**config.mk**
```make
export PLATFORM = sky130hd
export DESIGN_NAME = signed_addsub_multi
export DESIGN_NICKNAME = d
export VERILOG_FILES = /design/src/rtl/sa_pkg.sv /design/src/rtl/sa_ripple.sv /design/src/rtl/sa_cmp_path.sv /design/src/rtl/sa_smag_path.sv /design/src/rtl/signed_addsub_multi.sv
export SDC_FILE = /design/constraint.sdc
export NUM_CORES = 1
export LEC_CHECK = 0
export BUFFER_PORTS_ARGS = -buffer_cell sky130_fd_sc_hd__buf_4
export CORE_MARGIN = 5
export CORE_UTILIZATION = 55
export DETAILED_ROUTE_END_ITERATION = 10
export GPL_ROUTABILITY_DRIVEN = 0
export GPL_TIMING_DRIVEN = 0
export PLACE_DENSITY = 0.91
export SLEW_MARGIN = 20
export SYNTH_ARGS = -nofsm -noshare
export SYNTH_HDL_FRONTEND = slang
export SYNTH_SLANG_ARGS = --single-unit
```
**constraint.sdc**
```tcl
create_clock -name vclk -period 8.9
set_clock_uncertainty 0.15 [all_clocks]
set_input_delay 1.335 -clock vclk [all_inputs]
set_output_delay 1.335 -clock vclk [all_outputs]
set_load 0.05 [all_outputs]
```
**src/rtl/sa_pkg.sv**
```systemverilog
`timescale 1ns/1ps
// Package: shared types for the multi-encoding adder/subtractor.
// Assumes nothing beyond a two-bit encoding select.
package sa_pkg;
    // Encoding select values; the last code aliases two's complement.
    typedef enum logic [1:0] {
        ENC_SMAG     = 2'b00,
        ENC_ONES     = 2'b01,
        ENC_TWOS     = 2'b10,
        ENC_TWOS_ALT = 2'b11
    } enc_e;
endpackage

```
**src/rtl/sa_ripple.sv**
```systemverilog
`timescale 1ns/1ps
// Module: sa_ripple
// Ripple-carry adder built from generate/propagate cells.
// Assumes W >= 1; the sum is W bits and the final carry is reported.
module sa_ripple #(
    parameter int W = 8
) (
    input  logic [W-1:0] x_i,
    input  logic [W-1:0] y_i,
    input  logic         cin_i,
    output logic [W-1:0] sum_o,
    output logic         cout_o
);
    logic [W:0] carry;

    assign carry[0] = cin_i;

    // One full-adder cell per bit, carry chained upward.
    generate
        for (genvar k = 0; k < W; k++) begin : g_cell
            logic gen_k;
            logic prop_k;
            assign gen_k      = x_i[k] & y_i[k];
            assign prop_k     = x_i[k] ^ y_i[k];
            assign sum_o[k]   = prop_k ^ carry[k];
            assign carry[k+1] = gen_k | (prop_k & carry[k]);
        end
    endgenerate

    assign cout_o = carry[W];
endmodule

```
**src/rtl/sa_cmp_path.sv**
```systemverilog
`timescale 1ns/1ps
// Module: sa_cmp_path
// Add/subtract for ones' and two's complement words, sign bits included.
// Two's complement drops the final carry; ones' complement feeds it back
// into bit 0 through a second increment stage. Assumes W >= 2.
module sa_cmp_path #(
    parameter int W = 8
) (
    input  logic [W-1:0] a_i,
    input  logic [W-1:0] b_i,
    input  logic         sub_i,
    input  logic         ones_i,
    output logic [W-1:0] res_o,
    output logic         ovf_o
);
    logic [W-1:0] b_eff;
    logic         cin_main;
    logic [W-1:0] raw_sum;
    logic         raw_cout;
    logic         eac;
    logic [W-1:0] wrap_sum;
    logic         wrap_cout;

    // Subtrahend inverted for subtraction; +1 only in two's complement.
    always_comb begin
        b_eff    = b_i ^ {W{sub_i}};
        cin_main = sub_i & ~ones_i;
    end

    sa_ripple #(.W(W)) u_main (
        .x_i    (a_i),
        .y_i    (b_eff),
        .cin_i  (cin_main),
        .sum_o  (raw_sum),
        .cout_o (raw_cout)
    );

    // End-around carry exists only in ones' complement.
    assign eac = ones_i & raw_cout;

    sa_ripple #(.W(W)) u_wrap (
        .x_i    (raw_sum),
        .y_i    ('0),
        .cin_i  (eac),
        .sum_o  (wrap_sum),
        .cout_o (wrap_cout)
    );

    // Result and sign-rule overflow.
    always_comb begin
        res_o = wrap_sum;
        ovf_o = (a_i[W-1] == b_eff[W-1]) && (wrap_sum[W-1] != a_i[W-1]);
    end

    // Guard: the end-around increment never carries out again.
    always_comb begin
        AST_EAC_SINGLE: assert (!eac || !wrap_cout) else $error("end-around carry rippled out");
        AST_TWOS_NO_WRAP: assert (ones_i || (wrap_sum == raw_sum)) else $error("two's path altered by wrap stage");
    end
endmodule

```
**src/rtl/sa_smag_path.sv**
```systemverilog
`timescale 1ns/1ps
// Module: sa_smag_path
// Sign-magnitude add/subtract: sign compare, magnitude add or subtract,
// negation of the difference on borrow, zero result forced to +0.
// Assumes W >= 2 (at least one magnitude bit).
module sa_smag_path #(
    parameter int W = 8
) (
    input  logic [W-1:0] a_i,
    input  logic [W-1:0] b_i,
    input  logic         sub_i,
    output logic [W-1:0] res_o,
    output logic         ovf_o
);
    localparam int M = W - 1;

    logic         sgn_a;
    logic         sgn_b;
    logic         same;
    logic [M-1:0] mag_a;
    logic [M-1:0] mag_b;
    logic [M-1:0] mag_y;
    logic [M-1:0] mag_raw;
    logic         mag_cout;
    logic         borrow;
    logic [M-1:0] mag_neg;
    logic         neg_cout;
    logic [M-1:0] mag_fin;
    logic         sgn_pre;

    // Split fields; subtraction flips the subtrahend sign.
    always_comb begin
        sgn_a = a_i[W-1];
        sgn_b = b_i[W-1] ^ sub_i;
        mag_a = a_i[M-1:0];
        mag_b = b_i[M-1:0];
        same  = (sgn_a == sgn_b);
        mag_y = same ? mag_b : ~mag_b;
    end

    sa_ripple #(.W(M)) u_mag (
        .x_i    (mag_a),
        .y_i    (mag_y),
        .cin_i  (~same),
        .sum_o  (mag_raw),
        .cout_o (mag_cout)
    );

    // Missing carry in the subtract case means the difference went negative.
    assign borrow = ~same & ~mag_cout;

    sa_ripple #(.W(M)) u_neg (
        .x_i    (~mag_raw),
        .y_i    ('0),
        .cin_i  (1'b1),
        .sum_o  (mag_neg),
        .cout_o (neg_cout)
    );

    // Pick corrected magnitude, derive sign, normalise zero to +0.
    always_comb begin
        mag_fin = borrow ? mag_neg : mag_raw;
        sgn_pre = borrow ? ~sgn_a : sgn_a;
        res_o   = (mag_fin == '0) ? '0 : {sgn_pre, mag_fin};
        ovf_o   = same & mag_cout;
    end

    // Guards on the magnitude datapath.
    always_comb begin
        AST_BORROW_NONZERO: assert (!borrow || !neg_cout) else $error("borrow with zero difference");
        AST_DIFF_MAG_BOUND: assert (same || (mag_fin <= mag_a) || (mag_fin <= mag_b)) else $error("difference exceeds operands");
    end
endmodule

```
**src/rtl/signed_addsub_multi.sv**
```systemverilog
`timescale 1ns/1ps
// Module: signed_addsub_multi (top)
// Combinational add/subtract over sign-magnitude, ones' complement or
// two's complement words, selected per operation. Assumes WIDTH >= 2.
module signed_addsub_multi
    import sa_pkg::*;
#(
    parameter int WIDTH = 8
) (
    input  logic [WIDTH-1:0] a_i,
    input  logic [WIDTH-1:0] b_i,
    input  logic             sub_i,
    input  logic [1:0]       enc_i,
    output logic [WIDTH-1:0] res_o,
    output logic             ovf_o
);
    enc_e             enc;
    logic             is_smag;
    logic             is_ones;
    logic [WIDTH-1:0] cmp_res;
    logic             cmp_ovf;
    logic [WIDTH-1:0] sm_res;
    logic             sm_ovf;

    // Decode the encoding select.
    always_comb begin
        enc     = enc_e'(enc_i);
        is_smag = (enc == ENC_SMAG);
        is_ones = (enc == ENC_ONES);
    end

    sa_cmp_path #(.W(WIDTH)) u_cmp (
        .a_i    (a_i),
        .b_i    (b_i),
        .sub_i  (sub_i),
        .ones_i (is_ones),
        .res_o  (cmp_res),
        .ovf_o  (cmp_ovf)
    );

    sa_smag_path #(.W(WIDTH)) u_smag (
        .a_i   (a_i),
        .b_i   (b_i),
        .sub_i (sub_i),
        .res_o (sm_res),
        .ovf_o (sm_ovf)
    );

    // Route the selected path to the outputs.
    always_comb begin
        res_o = is_smag ? sm_res : cmp_res;
        ovf_o = is_smag ? sm_ovf : cmp_ovf;
    end

    // Port-level guards.
    always_comb begin
        AST_SMAG_NO_NEG_ZERO: assert (!is_smag || (res_o != {1'b1, {(WIDTH-1){1'b0}}})) else $error("sign-magnitude -0 returned");
        AST_CMP_OVF_SAME_SIGN: assert (is_smag || !ovf_o || (a_i[WIDTH-1] == (b_i[WIDTH-1] ^ sub_i))) else $error("overflow with mixed signs");
    end
endmodule

```
==> qor.yml, run 1 <==
die:
  io_pins: 28
  start_util_pct: 59.0
  core.rowCount: 14
  die_x_um: 50.7
  die_area_um2: 2570
  die_h_um: 50.7
  core_area_um2: 1540
timing:
  timing.final.crit_share_pct: 94.4
  worst_pin_slew_ps: 293
  drv_slew: 0
  fmaxAchievable_mhz: 119
  setup_viol: 0
  period_needed_ps: 8400
  tns_ps: 0
  fin_ws_ps: 500
  hold_viol: 0
  rsz0062_at_grt: "no"
  slew_headroom_pct: 80.4
grt:
  grt_use_total_pct: 16.4
  overflow: 0
  antenna_found_initial: 0
  grt_max_degree: 11
  grt_pass1_wl_um: 3430
  grt_pass1_vias: 826
setup_path:
  crit_start: "sub_i"
  cp.required_ps: 7410
  cp.arrival_ps: 6910
  cp-endpoint: "res_o[7]"
  startpoint_type: "input pin"
  crit_fanout: 9
  critPathKind: "input pin to output pin"
  end_kind: "output pin"
cells_and_area:
  area_growth_syn_to_layout_pct: 24.5
  nClkBuffers: 0
  antennaDiodeCount: 0
  multi_input_area_um2: 842
  drive_above_1_share_pct: 25.0
  flops_and_latches: 0
  seqCellArea_um2: 0
  nets: 176
  num-fill-cells: 127
  stdcell_area_um2: 1130
placed_design:
  dpl_cell_area_um2: 1130
  portBuffers: 27
  hpwl_um: 1780
  pre_cts_ws_ps: 520
power_and_ir_drop:
  leakage_nw: 0.605
  powerDensity_nw_per_um2: 180
  irDropWorstVdd_mv: 0.116
synthesis:
  yosys.area.top_type_share_pct: 30.8
  syn_area_um2: 910
  synth.avg_cell_area_um2: 9.01
  ys_seq_area_share_pct: 0
  syn_nets: 147
  ys_top_cells_by_count: "14 x fa_1, 14 x inv_1, 13 x ha_1"
  ys_types: 25
  ys_warn_count: 0
  synthTopCellsByArea: "fa_1 31%, ha_1 18%, xor2_1 12%, inv_1 5.8%, xnor2_1 5.8%"
  netlist_instances: 101
  yosysTopAreaCell: "fa_1"
routing:
  drt-total-wl_um: 1990
  drc_errors: 0
  via_count: 783
  wl_per_cell_um: 13.8
  ant_nets: 0
  vias_per_cell: 5.44
  dr.pass1.iters: 4
  drtIter0Drc: 11
clock_network:
  cts_hold_buf: 0
  cts_resized: 0
  post-cts-setup-buffers: 0
outcome:
  outcome: "finished clean"
flow_run:
  max-cap-violations: 0
hold_path:
  min_path_type: "input pin to output pin"
layout make-up:
| cell class | instances | share of cell area [%] |
|---|---|---|
| multi-input cells | 84 | 74.4 |
| repair buffers | 27 | 17.9 |
| inverters | 14 | 4.64 |
| well taps | 16 | 1.77 |
| plain buffers | 3 | 1.33 |
through the flow:
step                instances  utilization, %  hold slack, ps  power [mW]
CTS                       144            73.5            3000       0.205
finish                    144            73.5            3000       0.204
global placement          144            73.5            2990       0.196
floorplan                 101               -            2840       0.150
global route              144            73.5            3020       0.223
detailed placement        144            73.5            3000       0.204
routing by layer:
layer	share of wire, %	vias to the layer above	wire length (µm)	GRT usage [%]
li1	-	387	-	-
met1	41	357	812	19.9
met2	52	33	1040	32.2
met3	5.7	6	114	0.592
met4	1.3	0	26	1.70
met5	0	-	0	0
kinds of logic (layout without fill, tap and decap cells):
| family | Yosys count | in the layout | share of synthesized area, % |
|---|---|---|---|
| simple gates | 20 | 20 | 11.0 |
| compound gates | 13 | 13 | 8.80 |
| fa+ha+maj | 27 | 27 | 48.7 |
| xor+xnor | 18 | 18 | 17.3 |
| buf+inv | 17 | 44 | 7.43 |
| mux | 6 | 6 | 6.74 |
layout by cell type (no fill, tap or decap), drive strengths merged:
cell and count:
and2 1, a22o 1, nor3 2, nor2 9
o21ai 2, a21o 1, nand3 1, a21oi 6
buf 30, mux2i 5, inv 14, or3 1
nand2 2, mux2 1, nor3b 1, fa 14
nand3b 1, or2 1, xor2 12, a211oi 1
xnor2 6, a311oi 1, nor4bb 1, o31ai 1
ha 13
report_power, final:
| part | internal (mW) | switching, mW | leakage (nW) | total (mW) |
|---|---|---|---|---|
| Sequential | 0 | 0 | 0 | 0 |
| Clock | 0 | 0 | 0 | 0 |
| Combinational | 0.0785 | 0.125 | 0.605 | 0.204 |
worst min path at each step:
stage / start / end / slack [ps] / cells after the start
after floorplan: enc_i[1] / res_o[1] / 2840 / 3
after global placement: a_i[7] / ovf_o / 2990 / 4
after detailed placement: enc_i[0] / res_o[1] / 3000 / 5
after CTS: a_i[7] / ovf_o / 3000 / 4
after global routing: enc_i[0] / res_o[1] / 3020 / 5
final: enc_i[0] / res_o[1] / 3000 / 5
critical path, cell delays in order:
cell and delay, ps:
buf_2 250, xnor2_1 190, fa_1 200, inv_1 50
fa_1 370, fa_1 400, fa_1 390, fa_1 410
fa_1 380, inv_1 90, fa_1 170, inv_1 50
fa_1 380, nor3b_1 160, ha_1 180, ha_1 190
ha_1 190, ha_1 180, ha_1 190, ha_1 190
ha_1 180, xor2_1 230, nor2_1 80, a311oi_1 240
buf_4 250
Power figures use the tool's default switching activity.
==> inputs of run 2 (changes only) <==
--- a/config.mk
+++ b/config.mk
@@ -7,11 +7,11 @@
 export LEC_CHECK = 0
 export BUFFER_PORTS_ARGS = -buffer_cell sky130_fd_sc_hd__buf_4
 export CORE_MARGIN = 5
-export CORE_UTILIZATION = 55
+export CORE_UTILIZATION = 50
 export DETAILED_ROUTE_END_ITERATION = 10
 export GPL_ROUTABILITY_DRIVEN = 0
 export GPL_TIMING_DRIVEN = 0
-export PLACE_DENSITY = 0.91
+export PLACE_DENSITY = 0.87
 export SLEW_MARGIN = 20
 export SYNTH_ARGS = -nofsm -noshare
 export SYNTH_HDL_FRONTEND = slang
==> constraint.sdc (replaced) <==
create_clock -name vclk -period 7.3
set_clock_uncertainty 0.15 [all_clocks]
set_input_delay 1.095 -clock vclk [all_inputs]
set_output_delay 1.095 -clock vclk [all_outputs]
set_load 0.05 [all_outputs]
==> run 2 against run 1 <==
Net effect:
- largest cell class unchanged
- highest routed layer unchanged
- cell area rose by 25%
- sequential share of layout area unchanged
- final cell count up 9.0%
- first-iteration DRC count fell by 64%
- largest power group unchanged
- total power grew 43%
==> qor.yml, run 2 (same netlist as run 1, synthesis figures left out) <==
grt:
  grt_pass1_wl_um: 3640
  grt_pass1_vias: 872
  overflow: 0
  grt_use_total_pct: 17.1
  antenna_found_initial: 0
  grt_max_degree: 11
clock_network:
  cts_hold_buf: 0
timing:
  fmaxAchievable_mhz: 139
  period_needed_ps: 7190
  hold_viol: 0
  worst_pin_slew_ps: 421
  rsz0062_at_grt: "yes"
  setup_viol: 0
  drv_slew: 0
  slew_headroom_pct: 71.9
  timing.final.crit_share_pct: 98.5
setup_path:
  end_kind: "output pin"
  cp.required_ps: 6050
  crit_fanout: 2
  critPathKind: "input pin to output pin"
  startpoint_type: "input pin"
  cp.arrival_ps: 5950
die:
  io_pins: 28
  die_x_um: 52.7
  core.rowCount: 15
  core_area_um2: 1730
  die_h_um: 52.7
  start_util_pct: 52.7
  die_area_um2: 2770
cells_and_area:
  layout_commonest_cell: "buf_4"
  drive_above_1_share_pct: 47.7
  instances_no_fill: 157
  nClkBuffers: 0
  nets: 180
  antennaDiodeCount: 0
  flops_and_latches: 0
  seqCellArea_um2: 0
  area_growth_syn_to_layout_pct: 55.4
  most-common-layout-cells: "26 x buf_4, 11 x xor2_1, 10 x inv_1"
placed_design:
  dp_cells: 153
  portBuffers: 27
  hpwl_um: 1740
power_and_ir_drop:
  irDropWorstVdd_mv: 0.159
  total_power_mw: 0.291
  leakage_nw: 0.647
  powerDensity_nw_per_um2: 206
routing:
  vias_per_cell: 5.06
  drt-total-wl_um: 2210
  drtIter0Drc: 4
  drc_errors: 0
  ant_nets: 0
  wl_per_cell_um: 14.1
  dr.pass1.iters: 4
  via_count: 794
hold_path:
  min-delay-start: "a_i[7]"
  min_path_cells: 4
  min_to: "ovf_o"
  min_path_type: "input pin to output pin"
outcome:
  outcome: "finished clean"
flow_run:
  max-cap-violations: 0
run 2: how the worst max path moves through the flow:
stage               cells past startpoint  startpoint  slack [ps]        to
detailed placement                     26    enc_i[0]        -270  res_o[7]
finish                                 25      b_i[0]         110     ovf_o
CTS                                    26    enc_i[0]           6  res_o[7]
global route                           25      b_i[0]         -20     ovf_o
floorplan                              24       sub_i         0.9  res_o[7]
global placement                       26    enc_i[0]        -240  res_o[7]
run 2: metal layers:
| metal | routed length, µm | vias up | track usage (%) |
|---|---|---|---|
| met3 | 70 | 4 | 0.570 |
| li1 | - | 394 | - |
| met5 | 0 | - | 0 |
| met2 | 1230 | 22 | 34.5 |
| met1 | 881 | 374 | 20.0 |
| met4 | 31 | 0 | 2.13 |
run 2: area by class of cell:
cell class,instances,area [µm²]
timing repair buffer,31,263
tap,25,31.3
buffer,3,30.0
inverter,14,55.1
multi-input combinational,84,1030
fill,103,313
run 2: worst max-delay path: stages:
cell,delay (ps)
buf_8,100
xnor2_4,150
fa_2,220
inv_2,40
fa_2,330
fa_2,350
fa_2,360
fa_2,350
fa_2,350
inv_2,70
fa_2,190
inv_2,40
fa_2,320
nor3b_2,160
ha_2,180
ha_4,160
ha_4,150
ha_4,160
ha_4,160
ha_4,160
ha_4,160
xor2_4,160
xnor2_2,150
o31ai_4,180
buf_6,190
run 2: metrics by stage:
stage	setup TNS (ps)	util (%)	hold WS (ps)	setup slack, ps	cell area (µm²)
floorplan	0	-	2320	0.929	995
global placement	-428	71.2	2520	-236	1230
finish	0	81.9	2510	108	1410
detailed placement	-492	71.2	2540	-265	1230
global route	-39.6	81.9	2530	-20.5	1410
CTS	0	78.0	2510	6.37	1350
run 2: where the power goes:
| part | switching, mW | internal (mW) | total [mW] |
|---|---|---|---|
| clock network | 0 | 0 | 0 |
| logic | 0.171 | 0.120 | 0.291 |
| registers | 0 | 0 | 0 |
| total | 0.171 | 0.120 | 0.291 |
run 2: timing repair:
item / in CTS / in global routing
pin swaps: 1 / 4
endpoints found under the setup margin: 2 / 2
buffers inserted: 0 / 4
gates resized for setup: 24 / 9
